===== config.mk =====
export PLATFORM = sky130hd
export DESIGN_NAME = htcache
export DESIGN_NICKNAME = d
export VERILOG_FILES = /design/src/rtl/htcache.sv
export SDC_FILE = /design/constraint.sdc
export NUM_CORES = 1
export LEC_CHECK = 0
export BUFFER_PORTS_ARGS = -buffer_cell sky130_fd_sc_hd__buf_2
export CAP_MARGIN = 15
export CORE_ASPECT_RATIO = 1.75
export CORE_MARGIN = 2
export CORE_UTILIZATION = 54
export DETAILED_ROUTE_END_ITERATION = 10
export PLACE_DENSITY = 0.82
export SLEW_MARGIN = 15
export SYNTH_ARGS = -nofsm -noshare
export SYNTH_HDL_FRONTEND = slang
export SYNTH_SLANG_ARGS = --single-unit
export TNS_END_PERCENT = 20

===== constraint.sdc =====
create_clock -name clk -period 4.6 [get_ports clk]
set_input_delay 0.23 -clock clk [delete_from_list [all_inputs] [get_ports clk]]
set_output_delay 0.23 -clock clk [all_outputs]
set_load 0.01 [all_outputs]

===== src/rtl/htcache.sv =====
module htcache #(
  parameter int IDX_W  = 10,
  parameter int LINE_W = 4,
  parameter int DATA_W = 32,
  parameter int CNT_W  = 16
) (
  input  logic              clk,
  input  logic              rst_n,
  input  logic              phase_build,
  input  logic              req_valid,
  output logic              req_ready,
  input  logic              req_write,
  input  logic [IDX_W-1:0]  req_idx,
  input  logic [DATA_W-1:0] req_wdata,
  output logic              rsp_valid,
  output logic              rsp_hit,
  output logic [DATA_W-1:0] rsp_data,
  output logic              mem_req_valid,
  output logic              mem_req_write,
  output logic [IDX_W-1:0]  mem_req_idx,
  output logic [DATA_W-1:0] mem_req_wdata,
  input  logic              mem_rsp_valid,
  input  logic [DATA_W-1:0] mem_rsp_data,
  output logic [CNT_W-1:0]  hit_count,
  output logic [CNT_W-1:0]  miss_count
);
  localparam int LINES = 1 << LINE_W;
  localparam int TAG_W = IDX_W - LINE_W;

  logic [LINES-1:0]  vld;
  logic [TAG_W-1:0]  tag_q [LINES];
  logic [DATA_W-1:0] dat_q [LINES];

  logic              busy, pend_fill, hit_q;
  logic [IDX_W-1:0]  pend_idx;
  logic [DATA_W-1:0] hit_data_q;

  wire [LINE_W-1:0] req_line = req_idx[LINE_W-1:0];
  wire [TAG_W-1:0]  req_tag  = req_idx[IDX_W-1:LINE_W];
  wire [LINE_W-1:0] pend_line = pend_idx[LINE_W-1:0];
  wire [TAG_W-1:0]  pend_tag  = pend_idx[IDX_W-1:LINE_W];

  wire lookup_hit = vld[req_line] && (tag_q[req_line] == req_tag);
  wire fire       = req_valid && req_ready;
  wire rd_hit     = fire && !req_write && lookup_hit;
  wire rd_miss    = fire && !req_write && !lookup_hit;
  wire wr         = fire && req_write;
  wire wr_install = wr && (phase_build || lookup_hit);
  wire ret        = busy && mem_rsp_valid;
  wire ret_fill   = ret && pend_fill;

  assign req_ready     = !busy;
  assign mem_req_valid = wr || rd_miss;
  assign mem_req_write = req_write;
  assign mem_req_idx   = req_idx;
  assign mem_req_wdata = req_wdata;
  assign rsp_valid     = hit_q || ret;
  assign rsp_hit       = hit_q;
  assign rsp_data      = ret ? mem_rsp_data : hit_data_q;

  always_ff @(posedge clk) begin
    if (!rst_n) begin
      busy       <= 1'b0;
      pend_fill  <= 1'b0;
      pend_idx   <= '0;
      hit_q      <= 1'b0;
      hit_data_q <= '0;
      vld        <= '0;
      hit_count  <= '0;
      miss_count <= '0;
    end else begin
      hit_q <= rd_hit;
      if (rd_hit) begin
        hit_data_q <= dat_q[req_line];
        hit_count  <= hit_count + 1'b1;
      end
      if (rd_miss) begin
        busy       <= 1'b1;
        pend_fill  <= !phase_build;
        pend_idx   <= req_idx;
        miss_count <= miss_count + 1'b1;
      end else if (ret) begin
        busy <= 1'b0;
      end
      if (wr_install) vld[req_line] <= 1'b1;
      else if (ret_fill) vld[pend_line] <= 1'b1;
    end
  end

  always_ff @(posedge clk) begin
    if (wr_install) begin
      tag_q[req_line] <= req_tag;
      dat_q[req_line] <= req_wdata;
    end else if (ret_fill) begin
      tag_q[pend_line] <= pend_tag;
      dat_q[pend_line] <= mem_rsp_data;
    end
  end
endmodule


* Yosys cells after proc, flatten, opt, wreduce, memory -nomap -nowiden *
Memories as Yosys holds them, arrays and structs flattened. A register that Yosys moved wholly into a read port is not among the register bits.
Cells that the tools add are included.

cells by class
  add/sub/neg operators = 2
  mux-type cells = 22
  bitwise gates (word level) = 2
  order comparisons = 4
  reduce and logical (&&, ||, !) cells = 23
  equality and inequality tests = 1

operators by type and width
  operator                                                                              count
  32-bit two-way mux                                                                    2
  16-bit by 1-bit adder with 16-bit output (second input constant)                      2
  16-bit two-way mux                                                                    2
  16-bit bitwise OR                                                                     2
  32-bit OR reduction                                                                   1
  1-bit two-way mux                                                                     12
  1-bit logical AND                                                                     11
  4-bit by 5-bit less-than comparator with 1-bit output (second input constant)         2
  1-bit demux with 4-bit select                                                         2
  4-bit by 1-bit greater-or-equal comparator with 1-bit output (second input constant)  2
  4-bit two-way mux                                                                     2
  6-bit == test                                                                         1
  6-bit two-way mux                                                                     1
  6-bit OR reduction                                                                    1
  1-bit zero test                                                                       5
  1-bit binary-select mux with 4-bit select                                             1
  2-bit nonzero test                                                                    2
  1-bit logical OR                                                                      3

storage, ports and cells
  memories kept = 2
  memory bits (writable) = 608
  register bits after elaboration = 61

memories
  memory  words  bits a word  read ports  clocked after Yosys merged registers in  wr ports  RTL line  RTL
  dat_q   16     32           1           1                                        1         32        logic [DATA_W-1:0] dat_q [LINES];
  tag_q   16     6            1           0                                        1         31        logic [TAG_W-1:0] tag_q [LINES];

* Longest topological paths before layout *
  depth after elaboration = 9
  gate-level depth with buffers = 12

* Worst setup path before layout *
Ideal clock, no wire load.

  kind = input port to flip-flop
  from = input port req_idx[1]
  to = memory dat_q[0][0], enable pin
  stages on the path = 9
  arrival = 3,797 ps
  buffers on the path = 2
  data required time = 4,152 ps
  setup time = 448 ps
  setup slack = 355 ps
  cells stage by stage = buf_6 > buf_6 > mux4_2 > mux2i_1 > xor2_1 > nand4_1 > a21oi_2 > a21oi_1 > a21oi_1

on the way
  word-level cells in the longest chain between the ends = 9

RTL lines
  element                                                                              RTL line  RTL
  from (decl)                                                                          13        input logic [IDX_W-1:0] req_idx,
  memory read 16 x 6 bit or 1-bit binary-select mux with 4-bit select (tied branches)  --
  6-bit == test or 1-bit two-way mux (tied branches)                                   43        wire lookup_hit = vld[req_line] && (tag_q[req_line] == req_tag);
  1-bit logical AND                                                                    43
  1-bit logical OR                                                                     48        wire wr_install = wr && (phase_build || lookup_hit);
  1-bit logical AND                                                                    48
  1-bit two-way mux                                                                    91        if (wr_install) begin
  1-bit two-way mux (implied by the code)                                              96        dat_q[pend_line] <= mem_rsp_data;
  32-bit OR reduction (no line)                                                        --
  4-bit two-way mux (no line) or 1-bit two-way mux (tied branches)                     --
  to (decl)                                                                            32

Several ways; a longest one is shown, not always the timed one. The select of a mux whose other input is x is not followed.

* Final worst setup path *
  from = memory tag_q[13][4] (netlist bit)
  to = output port mem_req_valid

on the way
  word-level cells in the longest chain between the ends = 6

RTL lines
  element                 RTL line  RTL
  from (decl)             31
  memory read 16 x 6 bit  --
  6-bit == test           43
  1-bit logical AND       43
  1-bit zero test         46        wire rd_miss = fire && !req_write && !lookup_hit;
  1-bit logical AND       46
  1-bit logical OR        53        assign mem_req_valid = wr || rd_miss;
  to (decl)               18        output logic mem_req_valid,

No other way between the ends.

==> flow_summary.yaml <==
yosys:
  async_flop_share: 0
  synth_seq_cells: 701
  ys_types: 51
  synth_edf_count: 608
  avgSynthCellArea_um2: 18.1
  ys_warn_count: 0
  netlist_area_um2: 28200
  ys_seq_area_frac: 0.713
  postSynthCellCount: 1561
  synthFlopType: "edfxtp_1"
  syn_nets: 1643
route:
  first_iter_violations: 1404
  ant_nets: 0
  drc: 0
  detail_route.wl_per_cell_um: 28.6
  routed-via-count: 15334
  viasPerCell: 6.24
  firstDrtPassIters: 5
  drt-total-wl_mm: 70.3
power:
  p_comb_frac: 0.055
  internal-power_mw: 9.90
  p_switching_mw: 2.67
  ir_worst_vdd_mv: 0.302
  p_leak_nw: 10.8
  swShare: 0.212
  p_seq_frac: 0.553
  clkPwrFrac: 0.392
  power_density_nw_per_um2: 394
timing:
  period_share: 0.846
  fmax_ghz: 0.257
  maxSlewHeadroom: 0.217
  maxSlewViolCount: 0
  fin_crit_ns: 3.89
  rsz0062_at_grt: "false"
  hold_violations: 0
  worst_pin_slew_ns: 1.17
  fin_tns_setup_ns: 0
  setup_viol: 0
  clock_skew_ns: 0.0291
  holdWs_ns: 0.00719
  layout_setup_ws_ns: 0.706
floorplan:
  pin_count: 191
  die_h_um: 306
  initial_core_util: 0.548
  core-area_um2: 51500
  dieArea_um2: 54200
  num_rows: 110
  die_w_um: 177
global_route:
  grt_start_max_net_pins: 70
  overflow: 0
  grt_pass1_wl_mm: 102
  grt_usage: 0.262
  antenna_found_initial: 1
  grt_pass1_vias: 15499
min_path:
  min_path_type: "input port to register"
  hold_start: "req_idx[9]"
  holdPathEnd: "pend_idx[9]"
  holdPathStages: 3
worst_setup_path:
  crit_fanout: 22
  timing.rr.end: "dat_q[11][27]"
  arrival_ns: 3.66
  crit_chain: "mux4_2 -> mux2i_1 -> mux2i_1 -> xor2_1 -> or3_1 -> nor2_2 -> a21boi_0 -> buf_2"
  crit-reg2reg-launch: "tag_q[9][2]"
  reg2regPathDepth: 8
  worst_path_max_delay_cell: "nor2_2"
  path_class: "register to output pin"
  crit_required_ns: 4.37
  critPathLaunchType: "register"
  path_common_cell: "mux2i_1"
  crit_path_end_kind: "output pin"
  slowest_delay_ns: 0.64
  regToRegSetupSlack_ns: 0.83
placement:
  gp_congestion: 0.931
  place_ws_ns: 0.545
  place_area_um2: 30000
  io_buffers: 190
  place_hpwl_mm: 45.8
clocking:
  clkLatencyLatePin_ns: 0.63
  cts_buffers: 56
  root_buffer: "clkbuf_16"
  clock_sinks: 701
  htreeDepth: 2
  cts_resized: 0
  cts_tree: "yes"
  clk_pin_slew_ns: 0.07
  cts_buffer_depth: 3
final_layout:
  nNetsFinal: 1818
  drive_gt1_frac: 0.326
  stdcell_area_um2: 31900
  n_fill_cell: 3495
  area_growth_pct: 13.1
job:
  cap_violations: 0
run_status:
  status: "finished, final reports clean"
==> worst max-delay path, delay by kind of cell (launching register included) <==
family / cells / cell delay, ns
compound gates: 1 / 0.23
xor+xnor: 1 / 0.21
simple gates: 2 / 1.21
mux: 3 / 0.78
buf+inv: 1 / 0.19
flops: 1 / 0.41
==> kinds of logic (layout without fill, tap and decap cells) <==
group	count (synthesis)	in the layout	share of synthesized area
AOI/OAI and AO/OA	117	117	0.0280
xor gates and xnor gates	12	12	0.00372
adders and majority gates	2	2	0.000887
buffers and inverters	138	361	0.0266
DFF	701	701	0.713
muxes	252	252	0.174
other	0	1	0
and+or+nand+nor	339	339	0.0542
==> sequential cells by signal (all words and copies together) (netlist names) <==
| register | flops |
|---|---|
| hit_data_q | 32 |
| hit_count | 16 |
| pend_fill | 1 |
| dat_q | 512 |
| vld | 16 |
| tag_q | 96 |
| miss_count | 16 |
| busy | 1 |
| pend_idx | 10 |
| rsp_hit | 1 |
==> layout by cell type, fill, tap and decap left out, drive strengths merged, types with 4 or more instances in the layout <==
cell	instances
xnor2	4
o31ai	4
a31oi	4
a21oi	21
buf	239
dfxtp	93
mux4	186
nand4	8
nor2b	4
a21boi	40
edfxtp	608
clkinvlp	5
and2	6
mux2	37
clkbuf	75
o21a	16
nand3	25
nor3	6
clkinv	22
mux2i	29
o21ai	18
xor2	8
nor4	9
and3	8
nand2b	21
inv	9
nand2	227
dlygate4sd3	6
bufinv	5
nor2	10
or3	6
==> cells in the mapped netlist (all sizes together) (2+ instances only) <==
library cell | number | area (µm²)
buf | 83 | 543
nand4 | 8 | 50.1
or4 | 3 | 22.5
xor2 | 8 | 70.1
xnor2 | 4 | 35.0
nand2b | 21 | 131
inv | 8 | 30.0
a31oi | 4 | 25.0
o21a | 16 | 120
a21oi | 21 | 109
nand2 | 227 | 852
ha | 2 | 25.0
nor2 | 10 | 37.5
or3 | 6 | 37.5
o211ai | 2 | 15.0
nor2b | 4 | 25.0
nor4 | 9 | 71.3
a21boi | 40 | 300
o41ai | 3 | 26.3
dfxtp | 93 | 1860
o21ai | 18 | 93.8
o22ai | 2 | 12.5
o311ai | 3 | 26.3
nand3 | 25 | 125
clkbuf | 46 | 173
o31ai | 4 | 30.0
nor3b | 2 | 15.0
nor3 | 6 | 41.3
and2 | 6 | 37.5
and4 | 2 | 17.5
edfxtp | 608 | 18300
and3 | 8 | 50.1
mux2 | 37 | 417
mux4 | 186 | 4190
mux2i | 29 | 290
==> power groups by stage <==
stage          clock [mW]  sequential (mW)  combinational (mW)
5_1_grt              5.17             6.95               0.729
2_1_floorplan           0             7.08               0.446
4_1_cts              4.96             6.95               0.695
3_3_place_gp            0             7.09               0.668
6_report             4.93             6.95               0.691
3_5_place_dp            0             7.09               0.683
==> through the flow <==
step | instances | util | power [mW]
after global placement | 2344 | 0.582 | 7.75
after floorplan | 1561 | - | 7.53
after detailed placement | 2344 | 0.582 | 7.77
after CTS | 2456 | 0.620 | 12.6
after global routing | 2456 | 0.620 | 12.8
final | 2457 | 0.620 | 12.6
==> worst max path at each step <==
stage / start / endpoint / slack, ns
floorplan: req_idx[1] / dat_q[0][0] / 0.36
global placement: req_idx[3] / dat_q[11][23] / 0.61
detailed placement: req_idx[3] / dat_q[11][27] / 0.55
CTS: tag_q[13][4] / mem_req_valid / 0.39
global route: tag_q[13][4] / mem_req_valid / 0.56
finish: tag_q[13][4] / mem_req_valid / 0.71
==> per-layer routing <==
metal  vias to the layer above  wire length (µm)  global-route usage
met5                         -                 0                   0
met4                         0              4220               0.140
met3                       193              5040              0.0332
met2                       866             37700               0.472
met1                      7801             23300               0.303
li1                       6474                 -                   -
==> layout make-up <==
class | count | area, µm² | share of cell area
flip-flops and latches | 701 | 20100 | 0.630
multi-input cells | 722 | 7540 | 0.236
clock buffers | 74 | 1560 | 0.0489
repair buffers | 246 | 1490 | 0.0468
well taps | 672 | 841 | 0.0263
clock inverters | 32 | 333 | 0.0104
inverters | 9 | 33.8 | 0.00106
diodes | 1 | 2.50 | 0.0000784
==> repair_timing <==
item / in CTS / in global routing
setup buffers: 0 / 0
hold buffers: 6 / 0
endpoints found under the hold margin: 6 / 0
Note: power is estimated with default switching activity, not from simulation.
